**config.mk**
```make
export PLATFORM = sky130hd
export DESIGN_NAME = pd_step_classifier
export DESIGN_NICKNAME = d
export VERILOG_FILES = /design/src/rtl/pd_cls_pkg.sv /design/src/rtl/pd_cls_phase_cnt.sv /design/src/rtl/pd_cls_fsm.sv /design/src/rtl/pd_cls_power_timer.sv /design/src/rtl/pd_step_classifier.sv
export SDC_FILE = /design/constraint.sdc
export NUM_CORES = 1
export LEC_CHECK = 0
export ABC_AREA = 1
export BUFFER_PORTS_ARGS = -buffer_cell sky130_fd_sc_hd__buf_2
export CAP_MARGIN = 0
export CELL_PAD_IN_SITES_DETAIL_PLACEMENT = 0
export CELL_PAD_IN_SITES_GLOBAL_PLACEMENT = 1
export CORE_AREA = 8 8 66 68
export DETAILED_ROUTE_END_ITERATION = 8
export DIE_AREA = 0 0 74 76
export HOLD_SLACK_MARGIN = 0.02
export PLACE_DENSITY = 0.86
export SLEW_MARGIN = 5
export SYNTH_ARGS = -nofsm -noshare
export SYNTH_HDL_FRONTEND = slang
export SYNTH_SLANG_ARGS = --single-unit
```
**constraint.sdc**
```tcl
create_clock -name clk -period 1.44 [get_ports clk]
set_input_delay 0.144 -clock clk [delete_from_list [all_inputs] [get_ports clk]]
set_output_delay 0.144 -clock clk [all_outputs]
set_load 0.02 [all_outputs]
```
**src/rtl/pd_cls_pkg.sv**
```systemverilog
package pd_cls_pkg;
  typedef enum logic [2:0] {
    ST_RESET  = 3'd0,
    ST_SINK   = 3'd1,
    ST_HOLD   = 3'd2,
    ST_WINDOW = 3'd3,
    ST_BAND   = 3'd4,
    ST_VIOL   = 3'd5,
    ST_LEGACY = 3'd6
  } cls_state_e;
endpackage

```
**src/rtl/pd_cls_phase_cnt.sv**
```systemverilog
module pd_cls_phase_cnt #(
  parameter int CW = 7
) (
  input  logic          clk,
  input  logic          rst_n,
  input  logic          clr,
  input  logic          inc,
  output logic [CW-1:0] cnt
);
  logic [CW-1:0] cnt_q, cnt_d;
  logic          cnt_en;

  always_comb begin
    cnt_en = clr | inc;
    cnt_d  = clr ? '0 : cnt_q + 1'b1;
  end

  always_ff @(posedge clk or negedge rst_n) begin
    if (!rst_n)      cnt_q <= '0;
    else if (cnt_en) cnt_q <= cnt_d;
  end

  assign cnt = cnt_q;
endmodule

```
**src/rtl/pd_cls_fsm.sv**
```systemverilog
module pd_cls_fsm
  import pd_cls_pkg::*;
#(
  parameter int HOLD_TICKS = 80,
  parameter int WIN_TICKS  = 20,
  parameter int CW         = 7
) (
  input  logic          clk,
  input  logic          rst_n,
  input  logic          sm_tick,
  input  logic          v_gt_15v5,
  input  logic          v_gt_18v0,
  input  logic          v_gt_19v0,
  input  logic          v_gt_20v5,
  input  logic          v_lt_18v5,
  input  logic [CW-1:0] ph_cnt,
  output logic          ph_clr,
  output logic          ph_inc,
  output logic          tmr_start,
  output logic          tmr_clr,
  output logic          sink_on,
  output logic          gate,
  output logic          stop
);
  localparam logic [CW-1:0] HOLD_LAST = CW'(HOLD_TICKS - 1);
  localparam logic [CW-1:0] WIN_LAST  = CW'(WIN_TICKS - 1);

  cls_state_e st_q, st_d;

  always_comb begin
    st_d = st_q;
    if (sm_tick) begin
      if (!v_gt_15v5) begin
        st_d = ST_RESET;
      end else begin
        unique case (st_q)
          ST_RESET:  st_d = ST_SINK;
          ST_SINK:   if (v_gt_19v0 && !v_gt_20v5) st_d = ST_HOLD;
          ST_HOLD: begin
            if (!v_gt_19v0 || v_gt_20v5) st_d = ST_VIOL;
            else if (ph_cnt == HOLD_LAST) st_d = ST_WINDOW;
          end
          ST_WINDOW: begin
            if (v_gt_20v5)               st_d = ST_VIOL;
            else if (v_lt_18v5)          st_d = ST_BAND;
            else if (ph_cnt == WIN_LAST) st_d = ST_LEGACY;
          end
          ST_BAND:   if (v_gt_18v0) st_d = ST_VIOL;
          ST_VIOL:   st_d = ST_VIOL;
          ST_LEGACY: st_d = ST_LEGACY;
          default:   st_d = ST_RESET;
        endcase
      end
    end
  end

  always_ff @(posedge clk or negedge rst_n) begin
    if (!rst_n) st_q <= ST_RESET;
    else        st_q <= st_d;
  end

  always_comb begin
    ph_clr    = sm_tick && (st_d != st_q);
    ph_inc    = sm_tick && ((st_q == ST_HOLD) || (st_q == ST_WINDOW));
    tmr_start = (st_q == ST_WINDOW) && (st_d == ST_BAND);
    tmr_clr   = (st_d == ST_RESET);
    sink_on   = (st_q != ST_RESET);
    gate      = (st_q == ST_WINDOW);
    stop      = (st_q == ST_RESET) || (st_q == ST_SINK) ||
                (st_q == ST_VIOL)  || (st_q == ST_LEGACY);
  end
endmodule

```
**src/rtl/pd_cls_power_timer.sv**
```systemverilog
module pd_cls_power_timer #(
  parameter int TMR_W = 9
) (
  input  logic             clk,
  input  logic             rst_n,
  input  logic             clr,
  input  logic             start,
  input  logic             stop,
  input  logic             tick,
  output logic [TMR_W-1:0] cnt,
  output logic             done
);
  localparam logic [TMR_W-1:0] TERM = {TMR_W{1'b1}};

  logic             run_q, run_d, run_en;
  logic [TMR_W-1:0] cnt_q, cnt_d;
  logic             cnt_en;

  always_comb begin
    run_en = clr | start;
    run_d  = ~clr;
    cnt_en = clr | (run_q & ~stop & tick & (cnt_q != TERM));
    cnt_d  = clr ? '0 : cnt_q + 1'b1;
  end

  always_ff @(posedge clk or negedge rst_n) begin
    if (!rst_n)      run_q <= 1'b0;
    else if (run_en) run_q <= run_d;
  end

  always_ff @(posedge clk or negedge rst_n) begin
    if (!rst_n)      cnt_q <= '0;
    else if (cnt_en) cnt_q <= cnt_d;
  end

  assign cnt  = cnt_q;
  assign done = (cnt_q == TERM);
endmodule

```
**src/rtl/pd_step_classifier.sv**
```systemverilog
module pd_step_classifier #(
  parameter int HOLD_TICKS = 80,
  parameter int WIN_TICKS  = 20,
  parameter int TMR_W      = 9
) (
  input  logic clk,
  input  logic rst_n,
  input  logic sm_tick,
  input  logic pwr_tick,
  input  logic v_gt_15v5,
  input  logic v_gt_18v0,
  input  logic v_gt_19v0,
  input  logic v_gt_20v5,
  input  logic v_lt_18v5,
  output logic cur_en,
  output logic gate,
  output logic stop,
  output logic done
);
  localparam int PH_MAX = (HOLD_TICKS > WIN_TICKS) ? HOLD_TICKS : WIN_TICKS;
  localparam int CW     = $clog2(PH_MAX + 1);

  logic [1:0]       rst_sync_q;
  logic             rst_n_i;
  logic [CW-1:0]    ph_cnt;
  logic             ph_clr, ph_inc;
  logic             tmr_start, tmr_clr, sink_on, tmr_done;
  logic [TMR_W-1:0] tmr_cnt;

  always_ff @(posedge clk or negedge rst_n) begin
    if (!rst_n) rst_sync_q <= 2'b00;
    else        rst_sync_q <= {rst_sync_q[0], 1'b1};
  end
  assign rst_n_i = rst_sync_q[1];

  pd_cls_fsm #(
    .HOLD_TICKS(HOLD_TICKS), .WIN_TICKS(WIN_TICKS), .CW(CW)
  ) u_fsm (
    .clk(clk), .rst_n(rst_n_i), .sm_tick(sm_tick),
    .v_gt_15v5(v_gt_15v5), .v_gt_18v0(v_gt_18v0), .v_gt_19v0(v_gt_19v0),
    .v_gt_20v5(v_gt_20v5), .v_lt_18v5(v_lt_18v5),
    .ph_cnt(ph_cnt), .ph_clr(ph_clr), .ph_inc(ph_inc),
    .tmr_start(tmr_start), .tmr_clr(tmr_clr),
    .sink_on(sink_on), .gate(gate), .stop(stop)
  );

  pd_cls_phase_cnt #(.CW(CW)) u_phase (
    .clk(clk), .rst_n(rst_n_i), .clr(ph_clr), .inc(ph_inc), .cnt(ph_cnt)
  );

  pd_cls_power_timer #(.TMR_W(TMR_W)) u_tmr (
    .clk(clk), .rst_n(rst_n_i), .clr(tmr_clr), .start(tmr_start),
    .stop(stop), .tick(pwr_tick), .cnt(tmr_cnt), .done(tmr_done)
  );

  assign done   = tmr_done;
  assign cur_en = sink_on & ~tmr_done;
endmodule

```
-- Yosys cells after proc, flatten, opt, wreduce, memory -nomap -nowiden
Cells that the tools add are included.
- bits in registers: 22
- output and inout port bits: 4
- word-level logic and storage cells: 55
- input bits: 9
- bitwise logic cells: 10
- equality and inequality tests: 12
- add/subtract/negate cells: 2
- reduce and logical (&&, ||, !) cells: 14
- muxes and demuxes: 12
- operator list (operator ; count):
    3-bit two-way mux ; 9
    3-bit case mux with 7 select lines ; 1
    3-bit equality test, second input constant ; 4
    9-bit by 1-bit adder with 9-bit output, second input constant ; 1
    9-bit equality test, second input constant ; 1
    9-bit two-way mux ; 1
    9-bit != test, second input constant ; 1
    7-bit by 1-bit adder with 7-bit output, second input constant ; 1
    7-bit by 5-bit equality test with 1-bit output, second input constant ; 1
    7-bit equality test, second input constant ; 1
    7-bit two-way mux ; 1
    3-bit by 2-bit equality test with 1-bit output, second input constant ; 2
    3-bit logical NOT ; 2
    1-bit logical OR ; 5
    1-bit bitwise AND ; 4
    1-bit logical AND ; 4
    3-bit by 1-bit equality test with 1-bit output, second input constant ; 1
    3-bit != test ; 1
    1-bit NOT ; 3
    1-bit OR ; 3
    3-bit nonzero test ; 1
    1-bit logical NOT ; 2

-- Longest topological paths before layout
- word-level depth: 10
- mapped depth: 13
- mapped depth without buffers: 13

-- By module
A second synthesis with hierarchy kept.
- cell total of the unflattened synthesis: 210
- area total of the unflattened synthesis: 1442.6 µm²
- by module, submodules not included (module ; cells an instance ; times used ; sequential area each (µm²) ; area an instance (µm²)):
    pd_cls_power_timer ; 72 ; 1 ; 250.2 ; 558.0
    pd_cls_fsm ; 84 ; 1 ; 75.1 ; 436.7
    pd_cls_phase_cnt ; 49 ; 1 ; 175.2 ; 384.1
    pd_step_classifier ; 5 ; 1 ; 50.0 ; 63.8

-- Worst setup path after synthesis
Ideal clock, no wire load.
- path type: reg-to-reg
- start: register u_tmr.cnt_q[0], in the netlist u_tmr.cnt[0]
- end: register u_tmr.cnt_q[4], in the netlist u_tmr.cnt[4]
- data required time: 1.315 ns
- buffers on the path: 0
- setup slack: -0.610 ns
- period minus slack after synthesis: 2.050 ns
- stages on the path, launching flop included: 12
- arrival time: 1.925 ns
- library setup time: 0.125 ns
- cells stage by stage: dfrtp_1 ha_1 nand3_1 nor4_1 ha_1 nor3b_2 nand3_4 nor2_2 nand2_1 nor2_4 xor2_1 nor2_1
- word-level cells in the longest chain between the ends: 3
- elaborated cells between the ends (all ways): 5
- those cells by class: add/sub (1); eq/ne (1); mux (1); bitwise (2)
- ends and longest elaborated chain (element ; RTL line ; text):
    start: declaration ; pd_cls_power_timer.sv:16 ; logic [TMR_W-1:0] cnt_q, cnt_d;
    start signal: assignment ; pd_cls_power_timer.sv:33 ; else if (cnt_en) cnt_q <= cnt_d;
    parallel branches: the longest is 3 deep, another holds 9-bit by 1-bit adder with 9-bit output ; n/a ;
Several ways; the timed one is not identified.
A chain may end at the register's enable or synchronous reset.

-- Final worst setup path
- start: register u_tmr.cnt_q[1], in the netlist u_tmr.cnt[1]
- end: register u_tmr.cnt_q[2], in the netlist u_tmr.cnt[2]
Same word-level chain as after synthesis.

==> summary.txt <==
STA
  – Final worst slack: -0.531 ns
  – Slew Viols, Final: 0
  – FMAX: 507 MHz
  – RSZ-0062 raised after global routing: yes
  – Final Hold Viols: 0
  – Hold Slack: 0.155 ns
  – Final setup viols: 22
  – Setup TNS Final: -7.62 ns
  – Fin Clk Skew: 0.0148 ns
  – Share of the clock period used by the worst path: 1.37
  – Fin crit period: 1.97 ns

Yosys
  – Mapped Cells: 170
  – Post-synth EDFFs: 0
  – #FFs+latches synth: 22
  – Cell taking the most area after synthesis: dfrtp_1
  – YS warnings: 0
  – Largest cells by area after synthesis: dfrtp_1 (40%), nand2_1 (9.8%), nor2_1 (6.8%)
  – Sequential-to-total area share from yosys stat: 0.400
  – Mapped Area: 0.00138 mm2
  – Synth top area share: 0.400
  – Mapped Nets: 182
  – Asr flop ratio synth: 1.00
  – Synthesized area per cell: 8.09 um2
  – Yosys cell types: 31
  – Ys flop type: dfrtp_1

Clocking
  – Clock Sinks: 22
  – Clk Latency, worst-skew pair: 0.32 ns
  – Worst-case clock buffer depth: 2
  – Clock transition at the registers of the reported paths: 0.13 ns
  – Cts bufs inserted: 3
  – CTS tree: yes
  – Clock root buffer: clkbuf_4
  – H-tree depth: 1

Setup path
  – CP endpoint kind: register
  – R2r endpoint: u_tmr.cnt[2]
  – Crit Path Class: reg2reg
  – Worst EP required: 1.66 ns
  – Depth of the worst register-to-register path: 12
  – Crit Path Max Fanout: 4
  – FF-to-FF Start: u_tmr.cnt[1]
  – Reg-to-reg slack, setup: -0.53 ns
  – CP Launch Type: register
  – CP arrival: 2.19 ns
  – Critical Path Start: u_tmr.cnt[1]

Placement
  – Cell total after placement: 263
  – Post-Place Worst Slack: -0.531 ns
  – Global placement routability congestion: 0.852
  – Port Buffer Count: 12
  – Placed inst area: 0.00180 mm2
  – Post-DP HPWL: 2670 um

Finish
  – Finished Layout Cells: 284
  – # fillers: 262
  – Area Growth Syn to Fin: 61.1%
  – Final design utilization: 0.644
  – Share of layout cells above drive strength 1: 0.576
  – Commonest non-fill, non-tap cells in the layout: buf_4 (39), nand2_1 (21), dfrtp_1 (19)
  – Commonest non-fill, non-tap cell in the layout: buf_4
  – Final Instance Area: 0.00222 mm2
  – NumNets Final: 249
  – Diodes inserted: 0

Run status
  – Failing checks: negative setup slack
  – Status: finished, violations left

Global routing
  – Number of global-route vias before repair: 1489
  – Pin count of the biggest net entering global routing: 21
  – GR Util All Layers: 0.148
  – Grt ovf: 0
  – First-pass GRT wire length: 6670 um
  – Initial antenna violation count: 0

Power
  – Total power: 1.81 mW
  – Switching share of power: 0.327
  – P_sw: 0.593 mW
  – Clock power frac: 0.262
  – Cell Int Power: 1.22 mW
  – Power share of the sequential group: 0.376
  – LEAKAGE: 0.989 nW
  – PwrDens: 817 mW/mm2
  – Comb pwr share: 0.362
  – Max IR drop VDD: 0.000480 V

Die
  – Die H: 76 um
  – # IOs: 13
  – Core area: 0.00344 mm2
  – Die Area: 0.00562 mm2
  – Die width: 74 um
  – Num rows: 22
  – Initial Util: 0.400

Detailed routing
  – Initial drt markers: 68
  – Pre-antenna DRT Iters: 4
  – DRC violations left: 0
  – DR WL/cell: 15.1 um
  – Final WL: 4280 um
  – Via Count: 1429
  – ANT nets after route: 0
  – DR vias/cell: 5.03

Hold path
  – Worst Hold Class: in2async

Job
  – Max Cap Viol: 0
## logic make-up (layout without fill, tap and decap cells)
group / after synthesis / after routing / synth area share
XOR/XNOR: 8 / 8 / 0.0510
AO/OA/AOI/OAI: 18 / 18 / 0.0992
flip-flops: 22 / 22 / 0.400
buffers and inverters: 19 / 84 / 0.0555
multiplexers: 1 / 1 / 0.00728
adder cells (fa/ha/maj): 3 / 3 / 0.0273
other: 1 / 1 / 0.00273
AND/OR/NAND/NOR: 98 / 99 / 0.357
## Yosys cell counts, types with 2 or more instances
cell	n
a21oi_1	4
a21oi_2	8
dfrtp_1	22
ha_1	3
inv_1	14
inv_2	3
nand2_1	36
nand2_2	4
nand3_1	13
nand3_4	2
nand4_1	4
nor2_1	25
nor2_2	4
nor2_4	3
nor3_1	2
o21ai_1	2
xnor2_1	2
xor2_1	6
## how the worst max path moves through the flow
stage,cells past startpoint,slack [ns],end
after global placement,12,-0.39,u_tmr.cnt[7]
after CTS,11,-0.53,u_tmr.cnt[4]
final,12,-0.53,u_tmr.cnt[2]
after floorplan,12,-0.44,u_tmr.cnt[7]
after global routing,12,-0.75,u_tmr.cnt[2]
after detailed placement,12,-0.53,u_tmr.cnt[7]
## registers in the layout, summed over array words and instances (netlist names)
name         flops
u_tmr.cnt        9
u_phase.cnt      7
u_fsm.st_q       3
u_tmr.run_q      1
rst_sync_q       2
## power by group through the flow
stage               Sequential [mW]  Clock [mW]  Combinational [mW]
global route                  0.683       0.516               0.695
floorplan                     0.677           0               0.269
detailed placement            0.682           0               0.424
finish                        0.680       0.475               0.655
CTS                           0.680       0.480               0.535
global placement              0.680           0               0.405
## area by class of cell
class | instances | area, um2 | share of cell area
repair buffers | 63 | 512 | 0.231
inverters | 17 | 68.8 | 0.0311
well taps | 48 | 60.1 | 0.0271
flip-flops and latches | 22 | 554 | 0.250
multi-input cells | 130 | 968 | 0.437
clock inverters | 1 | 30.0 | 0.0136
clock buffers | 3 | 22.5 | 0.0102
## metal layers
metal | vias to the layer above | wire length [um] | track usage
li1 | 681 | - | -
met1 | 684 | 1620 | 0.169
met2 | 44 | 2330 | 0.259
met3 | 20 | 119 | 0.0105
met4 | 0 | 212 | 0.0800
met5 | - | 0 | 0
## worst max-delay path, stage by stage (launching register included)
cell	delay, ns
dfrtp_1	0.42
ha_2	0.20
nand3_2	0.06
nor4_2	0.17
ha_2	0.27
nor3b_4	0.06
nand3_4	0.12
nor2_4	0.04
buf_4	0.13
buf_6	0.10
or2_4	0.22
nand2_2	0.05
nor2_1	0.03
## what timing repair did
action | in CTS | in global routing
buffers inserted | 11 | 8
pin swaps | 18 | 24
gates resized for setup | 31 | 36
hold buffers | 1 | 0
hold endpoints to repair | 2 | 0
gates cloned | 1 | 0
setup endpoints to repair | 22 | 24
No activity file was read; power rests on OpenSTA's default activity.
